===== config.mk =====
export PLATFORM = sky130hd
export DESIGN_NAME = partial_store_merger
export DESIGN_NICKNAME = d
export VERILOG_FILES = /design/src/rtl/psm_pkg.sv /design/src/rtl/psm_lane_mapper.sv /design/src/rtl/psm_hold_reg.sv /design/src/rtl/partial_store_merger.sv
export SDC_FILE = /design/constraint.sdc
export NUM_CORES = 1
export LEC_CHECK = 0
export CAP_MARGIN = 20
export CORE_MARGIN = 2
export CORE_UTILIZATION = 46
export CTS_CLUSTER_SIZE = 16
export DETAILED_ROUTE_END_ITERATION = 7
export PLACE_DENSITY = 0.94
export SLEW_MARGIN = 20
export SYNTH_ARGS = -nofsm -noshare
export SYNTH_HDL_FRONTEND = slang
export SYNTH_SLANG_ARGS = --single-unit

===== constraint.sdc =====
create_clock -name clk -period 2.6 [get_ports clk]
set_input_delay 0.39 -clock clk [delete_from_list [all_inputs] [get_ports clk]]
set_output_delay 0.39 -clock clk [all_outputs]
set_load 0.01 [all_outputs]

===== src/rtl/psm_pkg.sv =====
package psm_pkg;
   // Which end of the aligned word a partial store fills.
   typedef enum logic {
      FILL_LOW  = 1'b0,
      FILL_HIGH = 1'b1
   } fill_dir_e;

   // Left big-endian and right little-endian fill upward from the offset.
   function automatic fill_dir_e pick_dir(input logic left, input logic little);
      return (left ^ little) ? FILL_HIGH : FILL_LOW;
   endfunction
endpackage


===== src/rtl/psm_lane_mapper.sv =====
module psm_lane_mapper
   import psm_pkg::*;
#(
   parameter int LANES = 4,
   localparam int IDX_W = $clog2(LANES),
   localparam int DW    = LANES * 8
) (
   input  logic [IDX_W-1:0] offs,
   input  logic             left,
   input  fill_dir_e        dir,
   input  logic [DW-1:0]    src_data,
   output logic [LANES-1:0] lane_en,
   output logic [DW-1:0]    lane_data
);
   localparam logic [IDX_W-1:0] LMAX = IDX_W'(LANES - 1);

   for (genvar k = 0; k < LANES; k++) begin : g_lane
      localparam logic [IDX_W-1:0] KV = IDX_W'(k);
      logic             en;
      logic [IDX_W-1:0] sel;
      always_comb begin
         if (dir == FILL_HIGH) begin
            en  = (KV >= offs);
            sel = left ? (LMAX - (KV - offs)) : (KV - offs);
         end else begin
            en  = (KV <= offs);
            sel = left ? (LMAX - offs + KV) : (offs - KV);
         end
      end
      assign lane_en[k]          = en;
      assign lane_data[k*8 +: 8] = en ? src_data[sel*8 +: 8] : 8'h00;
   end
endmodule


===== src/rtl/psm_hold_reg.sv =====
module psm_hold_reg #(
   parameter int ADDR_W = 32,
   parameter int DW     = 32,
   localparam int LANES = DW / 8
) (
   input  logic              clk,
   input  logic              rst_n,
   input  logic              load,
   input  logic              drain,
   input  logic [ADDR_W-1:0] d_addr,
   input  logic [DW-1:0]     d_data,
   input  logic [LANES-1:0]  d_be,
   output logic              pend,
   output logic [ADDR_W-1:0] q_addr,
   output logic [DW-1:0]     q_data,
   output logic [LANES-1:0]  q_be
);
   always_ff @(posedge clk or negedge rst_n) begin
      if (!rst_n) begin
         pend   <= 1'b0;
         q_addr <= '0;
         q_data <= '0;
         q_be   <= '0;
      end else if (load) begin
         pend   <= 1'b1;
         q_addr <= d_addr;
         q_data <= d_data;
         q_be   <= d_be;
      end else if (drain) begin
         pend   <= 1'b0;
      end
   end
endmodule


===== src/rtl/partial_store_merger.sv =====
module partial_store_merger
   import psm_pkg::*;
#(
   parameter int DATA_W = 32,
   parameter int ADDR_W = 32,
   localparam int LANES = DATA_W / 8,
   localparam int IDX_W = $clog2(LANES)
) (
   input  logic              clk,
   input  logic              rst_n,
   input  logic              req_valid,
   output logic              req_ready,
   input  logic [ADDR_W-1:0] req_addr,
   input  logic [DATA_W-1:0] req_data,
   input  logic              req_left,
   input  logic              req_little,
   output logic              mem_valid,
   input  logic              mem_ready,
   output logic [ADDR_W-1:0] mem_addr,
   output logic [DATA_W-1:0] mem_wdata,
   output logic [LANES-1:0]  mem_be
);
   if (DATA_W != 32 && DATA_W != 64) begin : g_bad_width
      $error("partial_store_merger: DATA_W must be 32 or 64");
   end
   if (ADDR_W <= IDX_W) begin : g_bad_addr
      $error("partial_store_merger: ADDR_W too small");
   end

   logic [IDX_W-1:0]  offs;
   logic [ADDR_W-1:0] base_addr;
   logic [LANES-1:0]  m_be;
   logic [DATA_W-1:0] m_data;
   logic              pend;
   logic              take;

   assign offs      = req_addr[IDX_W-1:0];
   assign base_addr = {req_addr[ADDR_W-1:IDX_W], {IDX_W{1'b0}}};
   assign req_ready = !pend;
   assign take      = req_valid && !pend;

   psm_lane_mapper #(.LANES(LANES)) map_i (
      .offs      (offs),
      .left      (req_left),
      .dir       (pick_dir(req_left, req_little)),
      .src_data  (req_data),
      .lane_en   (m_be),
      .lane_data (m_data)
   );

   psm_hold_reg #(.ADDR_W(ADDR_W), .DW(DATA_W)) hold_i (
      .clk    (clk),
      .rst_n  (rst_n),
      .load   (take),
      .drain  (mem_ready),
      .d_addr (base_addr),
      .d_data (m_data),
      .d_be   (m_be),
      .pend   (pend),
      .q_addr (mem_addr),
      .q_data (mem_wdata),
      .q_be   (mem_be)
   );

   assign mem_valid = pend;
endmodule


==> run metrics <==
status finished clean; CTS H-tree depth 3; FILL cells 513; Clock Latency Late Sink 0.34 ns; initial antenna violation count 0; commonest non-fill, non-tap cell in the layout clkdlybuf4s50_1; drt drc 0; global-route usage over all layers 0.2376; Critical Path Sink Type flop; Sw Ratio 0.2840; CTS max path bufs 2; measured slew at the worst slew-check pin 0.9374 ns; met1 Use GR 0.2760; DP Worst Slack 0.1420 ns; cell area after synthesis 3354 sq um; CP bufs+invs 1; Antenna diodes 0; register area 1677 sq um; critical path startpoint category input port; met3 Resource Use GR 0.07572; Comb power frac 0.356; FMAX 0.4667 GHz; Detail Route Antenna Nets 0; # resized after CTS 0; DPL Wire Length 6973 microns; grt peak-use layer met2; Fin. Hold Viols 0; num rows 31; pin count of the biggest net entering global routing 47; first-pass GRT wire length 14,190 microns; die height 89.40 microns; clock power share 0.278; Hold Path Class input port to async pin; Global Route met2 Usage 0.3926; Crit-path slowest cell a21oi_1; VDD IR max 0.5439 mV; Setup WS post-layout 0.4575 ns; number of global-route vias before repair 2,892; final setup TNS 0 ns; WL final 9435 microns; Psw 1.117 mW; overall overflow remaining after global route 0; CTS tree yes; Seq pwr share 0.366; multi-input gate area in the final layout 1580 sq um; Root Driver clkbuf_8; #FFs+latches synth 67; leakage power 2.283 nW; Syn-to-layout area delta 54.23%; cell family with most CP delay compound AO/OA/AOI/OAI gates; Pwr per Cell Area 760.1 nW/um^2; post-synth cell types 29; vias post-DR 2,903; clk_skew 0.008858 ns; Post-CTS Setup Inserts 0; Crit Path Category input port to flop; Final GP Congestion 0.8819; die area 7991 sq um; hold-fix buffer count after cts 0; slowest stage delay, CP 0.79 ns; net count reported at finish 487; most frequent cells in the layout clkdlybuf4s50_1 (136), dfrtp_1 (67), mux2i_1 (49); Ys Warns 0; crit-path cells clkdlybuf4s50_1, xor2_2, a21oi_1, a32o_1; cell count after synthesis 265; layout cell share with drive strength beyond 1 0.1683; count of pins over their slew limit 0; First DRT Iteration DRCs 169; IO Port Bufs 137; design area 5174 sq um; post-synth top area share 0.4998; WP data required 2.87 ns; Finish-stage setup viols 0; placed inst area 4915 sq um; drt wl/cell 18.32 microns; worst-path maximum fanout 9; Max-Slew Margin vs Limit 0.3751; clk sinks 67; TritonCTS buffer count 9; I/O pin count 140; crit path DAT 2.41 ns; syn_area_per_cell 12.66 sq um; core area 7137 sq um; synth top area cells dfrtp_1 (50%), mux2i_1 (15%), mux2_2 (10%), a32o_1 (4.8%), a22o_1 (4.2%); maxcap violations 0; clock-pin slew of the registers on the worst-case setup and hold paths 0.08 ns; Pre-Repair DR Iteration Count 5; vias per std cell 5.637; die extent in x 89.40 microns; Tmin final 2.142 ns; register area share after synthesis 0.4998; post-synth top area cell dfrtp_1; unrepaired setup endpoints after global routing no; Starting Density 0.4700; Final Cycle Share 0.8240; Int Pwr 2.816 mW
[cell type report]
type | instances | share of cell area
clock buffers | 11 | 0.02926
clock inverters | 5 | 0.02080
inverters | 6 | 0.004353
multi-input cells | 174 | 0.3054
flip-flops and latches | 67 | 0.3241
well taps | 99 | 0.02394
repair buffers | 153 | 0.2921
[per-stage QoR]
stage / hold WS (ns) / power, mW / util / cells
4_1_cts: 0.02624 / 3.962 / 0.7249 / 515
5_1_grt: 0.05124 / 4.107 / 0.7249 / 515
2_1_floorplan: 0.09441 / 2.041 / - / 266
3_3_place_gp: 0.3868 / 2.810 / 0.6886 / 499
3_5_place_dp: 0.3968 / 2.862 / 0.6886 / 499
6_report: 0.02569 / 3.933 / 0.7249 / 515
[power by group through the flow]
| stage | Clock [mW] | Combinational, mW | Sequential, mW |
|---|---|---|---|
| 2_1_floorplan | 0 | 0.488 | 1.55 |
| 3_3_place_gp | 0 | 1.37 | 1.44 |
| 3_5_place_dp | 0 | 1.40 | 1.46 |
| 4_1_cts | 1.11 | 1.41 | 1.44 |
| 5_1_grt | 1.14 | 1.49 | 1.47 |
| 6_report | 1.09 | 1.40 | 1.44 |
[cell families after synthesis]
kind of cell               after synthesis  synth area share
and+or+nand+nor                         23           0.03208
other                                    1          0.001118
buffers and inverters                   25           0.03655
AOI/OAI and AO/OA                       60            0.1436
xor gates and xnor gates                 2          0.007462
DFF                                     67            0.4998
muxes                                   81            0.2570
adders and majority gates                6           0.02238
[final timing paths]
kind / cells after the start / end / start / slack [ns]
worst min-delay path: 1 / hold_i.q_addr[26] / rst_n / 0.03
worst max register to register: 4 / hold_i.q_data[5] / hold_i.pend / 0.74
worst min register to register: 1 / hold_i.q_be[1] / hold_i.q_be[1] / 0.48
min in group clk: 1 / hold_i.q_be[1] / hold_i.q_be[1] / 0.48
worst max-delay path: 4 / hold_i.q_data[5] / req_left / 0.46
max in group asynchronous: 2 / hold_i.q_data[13] / rst_n / 1.94
[cell usage after synthesis (all sizes together)]
| library cell | instances |
|---|---|
| o21ai | 17 |
| ha | 6 |
| nor2 | 4 |
| nor3 | 1 |
| a21oi | 1 |
| mux2i | 50 |
| a32o | 16 |
| clkbuf | 12 |
| nand3 | 16 |
| conb | 1 |
| mux2 | 31 |
| buf | 7 |
| nand2 | 2 |
| a211oi | 2 |
| a211o | 1 |
| a22o | 16 |
| o211a | 1 |
| a311oi | 1 |
| o211ai | 1 |
| xor2 | 2 |
| dfrtp | 67 |
| a21o | 4 |
| inv | 6 |
[state kept, by name (all words and copies together) (netlist names)]
signal	cells
hold_i.q_addr	30
hold_i.q_be	4
hold_i.q_data	32
hold_i.pend	1
[per-layer routing]
metal  wire length, microns  share of wire  vias up
li1                       -              -     1282
met3                    788          0.084       33
met5                      0              0        -
met4                    417          0.044        0
met1                   3658           0.39     1430
met2                   4571           0.48      158
(Power assumes the default switching activity.)
